**config.mk**
```make
export PLATFORM = sky130hd
export DESIGN_NAME = rtz_pipe_fifo
export DESIGN_NICKNAME = d
export VERILOG_FILES = /design/src/rtl/rtz_pipe_pkg.sv /design/src/rtl/rtz_stage_latch.sv /design/src/rtl/rtz_stage_ctrl.sv /design/src/rtl/rtz_pipe_fifo.sv
export SDC_FILE = /design/constraint.sdc
export NUM_CORES = 1
export LEC_CHECK = 0
export ABC_AREA = 1
export ABC_CLOCK_PERIOD_IN_PS = 2000
export CAP_MARGIN = 15
export CORE_MARGIN = 2
export CORE_UTILIZATION = 40
export CTS_CLUSTER_DIAMETER = 50
export CTS_CLUSTER_SIZE = 10
export DETAILED_ROUTE_END_ITERATION = 8
export GPL_ROUTABILITY_DRIVEN = 0
export SLEW_MARGIN = 15
export SYNTH_ARGS = -nofsm -noshare
export SYNTH_HDL_FRONTEND = slang
export SYNTH_SLANG_ARGS = --single-unit
```
**constraint.sdc**
```tcl
create_clock -name clk_i -period 2 [get_ports clk_i]
set_clock_uncertainty 0.1 [all_clocks]
set_input_delay 0.4 -clock clk_i [delete_from_list [all_inputs] [get_ports clk_i]]
set_output_delay 0.4 -clock clk_i [all_outputs]
set_load 0.1 [all_outputs]
```
**src/rtl/rtz_pipe_pkg.sv**
```systemverilog
package rtz_pipe_pkg;
  typedef enum logic [1:0] {
    ST_IDLE = 2'd0,
    ST_CAPT = 2'd1,
    ST_HOLD = 2'd2,
    ST_SEND = 2'd3
  } stage_st_e;
endpackage

```
**src/rtl/rtz_stage_latch.sv**
```systemverilog
module rtz_stage_latch #(
  parameter int W = 8
) (
  input  logic         clk_i,
  input  logic         rst_ni,
  input  logic         le_i,
  input  logic [W-1:0] d_i,
  output logic [W-1:0] q_o
);
  // transparent while le_i, modelled on the sampling clock
  always_ff @(posedge clk_i or negedge rst_ni) begin
    if (!rst_ni)   q_o <= '0;
    else if (le_i) q_o <= d_i;
  end
endmodule

```
**src/rtl/rtz_stage_ctrl.sv**
```systemverilog
module rtz_stage_ctrl
  import rtz_pipe_pkg::*;
(
  input  logic clk_i,
  input  logic rst_ni,
  input  logic req_in_i,
  output logic ack_in_o,
  output logic req_out_o,
  input  logic ack_out_i,
  output logic latch_en_o
);
  stage_st_e st_q, st_d;

  always_comb begin
    st_d = st_q;
    unique case (st_q)
      ST_IDLE: if (req_in_i)  st_d = ST_CAPT;
      ST_CAPT: if (!req_in_i) st_d = ack_out_i ? ST_HOLD : ST_SEND;
      ST_HOLD: if (!ack_out_i) st_d = ST_SEND;
      ST_SEND: if (ack_out_i) st_d = ST_IDLE;
      default: st_d = ST_IDLE;
    endcase
  end

  always_ff @(posedge clk_i or negedge rst_ni) begin
    if (!rst_ni) st_q <= ST_IDLE;
    else         st_q <= st_d;
  end

  // outputs decode the burst position directly
  assign ack_in_o   = (st_q != ST_IDLE);
  assign req_out_o  = (st_q == ST_SEND);
  assign latch_en_o = (st_q == ST_CAPT);

  p_capture_r1: assert property (@(posedge clk_i) disable iff (!rst_ni)
    (!ack_in_o && req_in_i) |=> (ack_in_o && latch_en_o));

  p_close_r2: assert property (@(posedge clk_i) disable iff (!rst_ni)
    (latch_en_o && !req_in_i) |=> !latch_en_o);

  p_send_gate_r2: assert property (@(posedge clk_i) disable iff (!rst_ni)
    $rose(req_out_o) |-> $past(!req_in_i && !ack_out_i));

  p_release_r3: assert property (@(posedge clk_i) disable iff (!rst_ni)
    (req_out_o && ack_out_i) |=> (!req_out_o && !ack_in_o));

  p_req_hold_r4: assert property (@(posedge clk_i) disable iff (!rst_ni)
    (req_out_o && !ack_out_i) |=> req_out_o);

  p_ack_hold_r6: assert property (@(posedge clk_i) disable iff (!rst_ni)
    (ack_in_o && !(req_out_o && ack_out_i)) |=> ack_in_o);

  p_env_rin_r6: assert property (@(posedge clk_i) disable iff (!rst_ni)
    $rose(req_in_i) |-> !ack_in_o);
endmodule

```
**src/rtl/rtz_pipe_fifo.sv**
```systemverilog
module rtz_pipe_fifo #(
  parameter int N = 4,
  parameter int W = 8
) (
  input  logic         clk_i,
  input  logic         rst_ni,
  input  logic         in_req_i,
  output logic         in_ack_o,
  input  logic [W-1:0] in_data_i,
  output logic         out_req_o,
  input  logic         out_ack_i,
  output logic [W-1:0] out_data_o,
  output logic [N-1:0] latch_en_o
);
  localparam int LAST = N - 1;

  logic [N-1:0]        rin, ain, rout, aout, le;
  logic [N-1:0][W-1:0] q;

  for (genvar i = 0; i < N; i++) begin : g_stage
    logic [W-1:0] d;
    if (i == 0) begin : g_head
      assign rin[i] = in_req_i;
      assign d      = in_data_i;
    end else begin : g_body
      assign rin[i] = rout[i-1];
      assign d      = q[i-1];
    end
    if (i == LAST) begin : g_tail
      assign aout[i] = out_ack_i;
    end else begin : g_link
      assign aout[i] = ain[i+1];
      p_no_overlap_r5: assert property (@(posedge clk_i) disable iff (!rst_ni)
        !(le[i] && le[i+1]));
    end

    rtz_stage_ctrl u_ctrl (
      .clk_i     (clk_i),
      .rst_ni    (rst_ni),
      .req_in_i  (rin[i]),
      .ack_in_o  (ain[i]),
      .req_out_o (rout[i]),
      .ack_out_i (aout[i]),
      .latch_en_o(le[i])
    );

    rtz_stage_latch #(.W(W)) u_latch (
      .clk_i (clk_i),
      .rst_ni(rst_ni),
      .le_i  (le[i]),
      .d_i   (d),
      .q_o   (q[i])
    );
  end

  assign in_ack_o   = ain[0];
  assign out_req_o  = rout[LAST];
  assign out_data_o = q[LAST];
  assign latch_en_o = le;

  p_out_stable_r4: assert property (@(posedge clk_i) disable iff (!rst_ni)
    (out_req_o && !out_ack_i) |=> $stable(out_data_o));
endmodule

```
==> impl_metrics.tcl <==
set metrics [dict create \
    cts.sinks 40 \
    slew-limit-headroom_pct 66.4 \
    fmax_ghz 0.538 \
    wirelength_um 3310 \
    avgSynthCellArea_sq_um 8.71 \
    root_buffer "clkbuf_8" \
    diodes 0 \
    setup.worst_path.start_class "register" \
    io_pins 26 \
    synthDistinctLibCells 18 \
    drv_slew 0 \
    dp_hpwl_um 2530 \
    synth_area_sq_um 2140 \
    path_max_fanout 6 \
    drt_iter0_drc 77 \
    setup_viol 0 \
    fin_tns_setup_ps 0 \
    yosysSeqAreaShare_pct 46.7 \
    grt_pass1_vias 1416 \
    whs_ps 58.6 \
    crit_family "flip-flops" \
    finalHoldViolCount 0 \
    regArea_sq_um 1000 \
    cts_tree "done" \
    num_rows 26 \
    tightestPinTransition_ps 505 \
    fillers 492 \
    synth_nets 282 \
    crit_path_top_delay_cell "dfrtp_1" \
    fin_area_sq_um 2640 \
    synth-seq-cells 40 \
    core_sq_um 5140 \
    fp.dieW_um 77.2 \
    drt_pass1_iterations 5 \
    wl_per_cell_um 9.69 \
    numPortBuffers 25 \
    syn2layout_area_growth_pct 23.2 \
    nets 308 \
    num_vias 1478 \
    end_kind "output pin" \
    min_path_type "input port to asynchronous set/reset pin" \
    start_util_pct 41.7 \
    max_stage_delay_ps 450 \
    die-area_sq_um 5960 \
    clock_path_buffers 2 \
    synthCells 246 \
    antenna_found_initial 0 \
    postRouteAntennaNets 0 \
    worstSetupPathType "register to output pin" \
    layout_commonest_cell "nand2_1" \
    cts.repair.resized 0 \
    grt_overflow 0 \
    crit_buf_inv 3 \
    htreeDepth 2 \
    vias_per_cell 4.32 \
    grt_use_total_pct 13.2 \
    multi_input_area_sq_um 935 \
    grt_start_max_net_pins 41 \
    die_h_um 77.2 \
    cap_violations 0 \
    status "complete, no violations" \
    cp.required_ps 1500 \
    mostFrequentLayoutCells "nand2_1 (99), dfrtp_1 (40), inv_1 (31), ha_1 (24), buf_12 (14)" \
    rsz0062_at_grt "no" \
    ys.warnings.count 0 \
    postCtsSetupBuffers 0 \
    dpl-instance-area_sq_um 2560 \
    cts_hold_buffers 0 \
    layout-drive-gt1-share_pct 15.8 \
    layout_min_cycle_time_ps 1860 \
    grt_pass1_wl_um 6330 \
    fin_crit_sh_pct 93.0 \
    critPathArrivalTime_ps 1360 \
    cp_cell_sequence "inv_1, ha_1, inv_1, buf_12" \
    crit_top_cell "inv_1" \
    drcViolationCount 0 \
    path_clk_slew_ps 70 \
    worstSkewPairLatency_ps 290 \
    cts_buffers 5 \
]
==> metal layers <==
layer,vias to the layer above,routed length [um],track usage [%]
li1,792,-,-
met1,657,1600,17.0
met2,24,1520,21.1
met3,5,133,3.76
met4,0,55,4.82
met5,-,0,0
==> through the flow <==
step	setup WS [ps]	instances	utilization, %
2_1_floorplan	88.0	246	-
3_3_place_gp	418	335	49.8
3_5_place_dp	424	335	49.8
4_1_cts	114	342	51.4
5_1_grt	39.4	342	51.4
6_report	140	342	51.4
==> kinds of logic after synthesis <==
kind of cell | after synthesis | synth area share, %
multiplexers | 3 | 1.58
flip-flops | 40 | 46.7
AND/OR/NAND/NOR | 119 | 22.6
AO/OA/AOI/OAI | 18 | 5.43
buffers and inverters | 42 | 9.64
adder cells (fa/ha/maj) | 24 | 14.0
==> flip-flops by register name, indices dropped and copies added (netlist names) <==
| register | cells |
|---|---|
| g_stage.u_latch.q_o | 32 |
| g_stage.u_ctrl.st_q | 8 |
==> Yosys cell counts, drive strengths merged <==
cell | n | area, sq um
inv | 34 | 135
nand3 | 11 | 55.1
nand2 | 105 | 414
ha | 24 | 300
clkbuf | 1 | 13.8
dfrtp | 40 | 1000
o21ai | 18 | 116
mux2 | 3 | 33.8
nor2 | 2 | 7.51
buf | 7 | 57.6
nand3b | 1 | 7.51
==> path summary, 6_finish.rpt <==
kind,start,cells past startpoint,endpoint,slack (ps)
worst max-delay path,g_stage[0].u_ctrl.st_q[0],4,in_ack_o,140
worst min-delay path,rst_ni,2,g_stage[0].u_latch.q_o[4],60
worst max register to register,g_stage[1].u_ctrl.st_q[1],3,g_stage[1].u_latch.q_o[2],420
worst min register to register,g_stage[0].u_latch.q_o[0],2,g_stage[0].u_latch.q_o[0],370
max in group asynchronous,rst_ni,2,g_stage[3].u_latch.q_o[0],1390
min in group clk_i,g_stage[0].u_latch.q_o[0],2,g_stage[0].u_latch.q_o[0],370
==> layout make-up <==
type                            count  share of cell area [%]
Sequential cell                    40                    37.9
Timing Repair Buffer               27                    15.2
Clock inverter                      2                   0.474
Multi-Input combinational cell    164                    35.4
Tap cell                           70                    3.32
Clock buffer                        5                    2.61
Inverter                           34                    5.12
Power is not shown: default switching activity piles up to over one toggle a cycle in this logic, so the estimate is an artifact.
